[src/rtl/phy_bsr_pkg.sv]
package phy_bsr_pkg;
  localparam int unsigned REG_W    = 16;
  localparam int unsigned BIT_PSUP = 6;
  localparam int unsigned BIT_ANC  = 5;
  localparam int unsigned BIT_RF   = 4;
  localparam int unsigned BIT_LINK = 2;
  localparam int unsigned BIT_JAB  = 1;
  // fixed capability pattern: T4=0, TX/10T FD+HD=1, AN ability=1, ext cap=1
  localparam logic [REG_W-1:0] CAP_MASK = 16'h7809;
endpackage

[src/rtl/stat_latch.sv]
module stat_latch #(
  parameter bit LATCH_HIGH = 1'b1
) (
  input  logic clk_i,
  input  logic rst_ni,
  input  logic live_i,
  input  logic clr_i,
  output logic q_o
);
  logic q_q;

  generate
    if (LATCH_HIGH) begin : g_hi
      always_ff @(posedge clk_i or negedge rst_ni)
        if (!rst_ni)    q_q <= 1'b0;
        else if (clr_i) q_q <= live_i;
        else            q_q <= q_q | live_i;


      hi_event_kept_chk: assert property (@(posedge clk_i) disable iff (!rst_ni)
        live_i |=> q_q);

      hi_sticky_chk: assert property (@(posedge clk_i) disable iff (!rst_ni)
        (q_q && !clr_i) |=> q_q);
    end else begin : g_lo
      always_ff @(posedge clk_i or negedge rst_ni)
        if (!rst_ni)    q_q <= 1'b0;
        else if (clr_i) q_q <= live_i;
        else            q_q <= q_q & live_i;


      lo_event_kept_chk: assert property (@(posedge clk_i) disable iff (!rst_ni)
        !live_i |=> !q_q);

      lo_sticky_chk: assert property (@(posedge clk_i) disable iff (!rst_ni)
        (!q_q && !clr_i) |=> !q_q);
    end
  endgenerate

  assign q_o = q_q;
endmodule

[src/rtl/ctl_bit.sv]
module ctl_bit #(
  parameter bit RST_VAL = 1'b1
) (
  input  logic clk_i,
  input  logic rst_ni,
  input  logic we_i,
  input  logic d_i,
  output logic q_o
);
  logic q_q;

  always_ff @(posedge clk_i or negedge rst_ni)
    if (!rst_ni)   q_q <= RST_VAL;
    else if (we_i) q_q <= d_i;


  ctl_load_chk: assert property (@(posedge clk_i) disable iff (!rst_ni)
    we_i |=> (q_q == $past(d_i)));

  ctl_hold_chk: assert property (@(posedge clk_i) disable iff (!rst_ni)
    !we_i |=> $stable(q_q));

  assign q_o = q_q;
endmodule

[src/rtl/phy_basic_status.sv]
module phy_basic_status
  import phy_bsr_pkg::*;
(
  input  logic             clk_i,
  input  logic             rst_ni,
  input  logic             rd_stb_i,
  input  logic             wr_stb_i,
  input  logic [REG_W-1:0] wr_data_i,
  input  logic             link_up_i,
  input  logic             jabber_i,
  input  logic             speed_10_i,
  input  logic             an_done_i,
  input  logic             lp_rfault_i,
  output logic [REG_W-1:0] rd_data_o,
  output logic             preamble_sup_o
);
  logic psup, anc_q, rf, link, jab;
  logic jab_live;
  logic unused_wr;

  assign jab_live  = jabber_i & speed_10_i;
  assign unused_wr = ^{wr_data_i[REG_W-1:BIT_PSUP+1], wr_data_i[BIT_PSUP-1:0]};

  ctl_bit #(.RST_VAL(1'b1)) u_psup (
    .clk_i(clk_i), .rst_ni(rst_ni), .we_i(wr_stb_i),
    .d_i(wr_data_i[BIT_PSUP]), .q_o(psup));

  stat_latch #(.LATCH_HIGH(1'b1)) u_rf (
    .clk_i(clk_i), .rst_ni(rst_ni), .live_i(lp_rfault_i),
    .clr_i(rd_stb_i), .q_o(rf));

  stat_latch #(.LATCH_HIGH(1'b0)) u_link (
    .clk_i(clk_i), .rst_ni(rst_ni), .live_i(link_up_i),
    .clr_i(rd_stb_i), .q_o(link));

  stat_latch #(.LATCH_HIGH(1'b1)) u_jab (
    .clk_i(clk_i), .rst_ni(rst_ni), .live_i(jab_live),
    .clr_i(rd_stb_i), .q_o(jab));

  always_ff @(posedge clk_i or negedge rst_ni)
    if (!rst_ni) anc_q <= 1'b0;
    else         anc_q <= an_done_i;

  always_comb begin
    rd_data_o           = CAP_MASK;
    rd_data_o[BIT_PSUP] = psup;
    rd_data_o[BIT_ANC]  = anc_q;
    rd_data_o[BIT_RF]   = rf;
    rd_data_o[BIT_LINK] = link;
    rd_data_o[BIT_JAB]  = jab;
  end

  assign preamble_sup_o = psup;


  anc_follow_chk: assert property (@(posedge clk_i) disable iff (!rst_ni)
    1'b1 |=> (rd_data_o[BIT_ANC] == $past(an_done_i)));

  jab_fast_only_chk: assert property (@(posedge clk_i) disable iff (!rst_ni)
    (rd_stb_i && !speed_10_i) |=> !rd_data_o[BIT_JAB]);

  link_refresh_chk: assert property (@(posedge clk_i) disable iff (!rst_ni)
    rd_stb_i |=> (rd_data_o[BIT_LINK] == $past(link_up_i)));

  psup_write_chk: assert property (@(posedge clk_i) disable iff (!rst_ni)
    wr_stb_i |=> (preamble_sup_o == $past(wr_data_i[BIT_PSUP])));
endmodule

[config.mk]
export PLATFORM = sky130hd
export DESIGN_NAME = phy_basic_status
export DESIGN_NICKNAME = d
export VERILOG_FILES = /design/src/rtl/phy_bsr_pkg.sv /design/src/rtl/stat_latch.sv /design/src/rtl/ctl_bit.sv /design/src/rtl/phy_basic_status.sv
export SDC_FILE = /design/constraint.sdc
export NUM_CORES = 1
export LEC_CHECK = 0
export ABC_CLOCK_PERIOD_IN_PS = 800
export BUFFER_PORTS_ARGS = -buffer_cell sky130_fd_sc_hd__buf_2
export CAP_MARGIN = 10
export CORE_AREA = 2 2 39 41
export DETAILED_ROUTE_END_ITERATION = 8
export DIE_AREA = 0 0 41 43
export PLACE_DENSITY_LB_ADDON = 0.3
export SLEW_MARGIN = 20
export SYNTH_ARGS = -nofsm -noshare
export SYNTH_HDL_FRONTEND = slang
export SYNTH_SLANG_ARGS = --single-unit
[constraint.sdc]
create_clock -name clk_i -period 0.8 [get_ports clk_i]
set_input_delay 0.24 -clock clk_i [delete_from_list [all_inputs] [get_ports clk_i]]
set_output_delay 0.24 -clock clk_i [all_outputs]
set_load 0.03 [all_outputs]
==> run_results.csv <==
group,metric,value,unit
logic_synthesis,synth_seq_cells,5,
logic_synthesis,synthCells,28,
timing,grt_setup_unrepaired,"true",
placement,placedInstanceArea,305,µm²
setup_path,r2r_slack,0.03,ns
cells_and_area,drive_gt1_share,50.0,%
cells_and_area,filler_instances,153,
clock_network,root_buffer,"clkbuf_4",
route,length_of_the_first_detailed_routing_pass_in_iterations,1,
timing,max_slew_violation_count,0,
logic_synthesis,yosys.area.top_type_share,40.5,%
flow_run,max_cap_violations,0,
clock_network,htree_levels,1,
clock_network,tritoncts_clock_tree,"built",
timing,worst_clock_skew,0,ns
timing,finalSetupViolations,6,
logic_synthesis,synth_largest_area_cell,"buf_4",
route,initial_detailed_routing_violation_count,0,
floorplanning,core.rowCount,14,
setup_path,cp_slowest_cell,"dfstp_2",
cells_and_area,final_nets,68,
pwr,p_total,0.811,mW
logic_synthesis,ys_seq_area_share,42.6,%
global_route,grt_first_pass_wirelength,641,µm
setup_path,critPathArrivalTime,0.92,ns
clock_network,clock_insertion_delay_worst_skew,0.24,ns
global_route,groute.usage.overall,5.82,%
timing,whs,0.106,ns
placement,dp_hpwl,341,µm
global_route,global_route.overflow_total,0,
route,wl_per_cell,7.72,µm
timing,fin_crit_sh,146,%
setup_path,rr_endpoint,"u_rf.q_o",
route,post_drt_via_cell_ratio,3.24,
setup_path,cp_cell_sequence,"buf_6",
logic_synthesis,post_synth_edffs,0,
global_route,number_of_global_route_vias_before_repair,171,
setup_path,worst_setup_path_start_kind,"flip-flop",
floorplanning,start_util,21.4,%
cells_and_area,finalInstanceArea,387,µm²
timing,fmaxAchievable,858,MHz
placement,port-buffer-count,15,
timing,setup-tns-final,-1.52,ns
min_path,hold_worst_path_end,"anc_q",
setup_path,r2r-start,"u_rf.q_o",
route,drcViolationCount,0,
setup_path,cp.required,0.56,ns
logic_synthesis,synthesis.area,297,µm²
logic_synthesis,synthArstFlopShare,100,%
setup_path,worstPathMaxFanout,3,
setup_path,endpoint_kind,"output pin",
global_route,antenna_found_initial,0,
placement,gp_congestion,0.475,
cells_and_area,antenna_cells_inserted,0,
logic_synthesis,yosys.cell_types.count,9,
timing,report.final.hold_viol_count,0,
logic_synthesis,yosys_most_used_dff,"dfrtp_1",
logic_synthesis,synthesis.area_per_instance,10.6,µm²
clock_network,max-clock-path-buffers,2,
route,dr_total_vias,188,
clock_network,clkSlewWorstSetupHoldPaths,0.04,ns
setup_path,path_depth,1,
cells_and_area,fin_util,27.9,%
floorplanning,core,1380,µm²
clock_network,cts_inserted_buffers,3,
run_status,failed_checks,"setup timing",
pwr,cellLeakagePower,0.214,nW
logic_synthesis,synth.most_common_cell,"buf_4",
floorplanning,dieArea,1760,µm²
logic_synthesis,netlist_top_cells_area,"buf_4 41%, dfrtp_1 34%, dfstp_2 8.9%, mux2_4 5.1%, a22o_1 3.0%",
pwr,peakVddDrop,291,µV
logic_synthesis,synthTopCellsByCount,"16 x buf_4, 4 x dfrtp_1, 2 x conb_1",
pwr,power.density_cell_area,2100,nW/µm²
setup_path,timing_worst_setup_path_type,"reg2out",
timing,fin_ws,-0.365,ns
placement,numPlacedInstances,52,
min_path,hold_path_class,"in2reg",
route,postRouteWirelength,448,µm
floorplanning,die-height,43,µm
setup_path,crit_buf_inv,1,
setup_path,critPathTopFamily,"flip-flops",
min_path,hold_path_startpoint,"an_done_i",
floorplanning,horizontal_die_dimension,41,µm
floorplanning,num_io_pins,42,
global_route,maximum_number_of_pins_on_one_net_before_global_route_repair,6,
route,final_antenna_net_count,0,
setup_path,reg2reg_depth,2,
cells_and_area,post_layout_nonfiller_instances,58,
setup_path,cp_slowest_stage_delay,0.55,ns
run_status,run_status,"finished, violations left",
min_path,whs_path_depth,1,
placement,post-place-ws,-0.142,ns
clock_network,tritoncts_num_sinks,5,
cells_and_area,area_growth_syn_to_layout,30.4,%
logic_synthesis,synth_warnings,0,
timing,period_minus_slack,1.16,ns
## how the worst max path moves through the flow
stage / start / end / slack [ns]
floorplan: u_psup.q_o / rd_data_o[6] / -0.21
global placement: u_psup.q_o / rd_data_o[6] / -0.15
detailed placement: u_psup.q_o / rd_data_o[6] / -0.14
CTS: u_psup.q_o / rd_data_o[6] / -0.38
global route: u_psup.q_o / preamble_sup_o / -0.40
finish: u_psup.q_o / rd_data_o[6] / -0.36
## kinds of logic (layout without fill, tap and decap cells)
group,after synthesis,after routing,share of synthesized area [%]
mux,1,1,5.06
flops,5,5,42.6
compound gates,3,3,8.02
other cells,2,11,2.53
buf+inv,17,22,41.8
## layout make-up
| type | count | area [µm²] | share of cell area [%] |
|---|---|---|---|
| timing repair buffer | 17 | 130 | 33.7 |
| sequential | 5 | 126 | 32.7 |
| multi-input combinational | 15 | 80.1 | 20.7 |
| clock buffer | 4 | 26.3 | 6.80 |
| tap | 16 | 20.0 | 5.18 |
| inverter | 1 | 3.75 | 0.971 |
## report_power, final
group          internal, mW  leakage (nW)  switching (mW)  total, mW
Combinational        0.0827         0.142           0.145      0.227
Clock                 0.189        0.0150           0.104      0.292
Sequential            0.277        0.0576          0.0146      0.292
Total                 0.548         0.214           0.263      0.811
## timing repair
action                     in CTS  in global routing
resized for setup              12                  0
setup endpoints to repair       6                  6
hold buffers                    1                  0
buffers inserted                0                  1
hold endpoints to repair        4                  0
cloned                          0                  0
pin swaps                       0                  1
## routing by layer
metal | share of wire, % | track usage, % | up-vias
li1 | - | - | 86
met1 | 29 | 5.13 | 88
met2 | 55 | 8.44 | 14
met3 | 16 | 1.57 | 0
met4 | 0 | 8.00 | 0
met5 | 0 | 0 | -
## state kept, by name (all words and copies together) (netlist names)
name,cells
anc_q,1
u_rf.q_o,1
u_psup.q_o,1
u_jab.q_o,1
u_link.q_o,1
## cells in the final DEF (no fill, tap or decap)
cell / instances
conb_1: 11
buf_2: 9
buf_6: 6
dfrtp_1: 4
clkbuf_4: 3
inv_1: 1
a21o_1: 1
mux2_4: 1
o21a_1: 1
a22o_1: 1
clkbuf_1: 1
dlygate4sd3_1: 1
buf_4: 1
dfstp_2: 1
(Power assumes the default switching activity.)
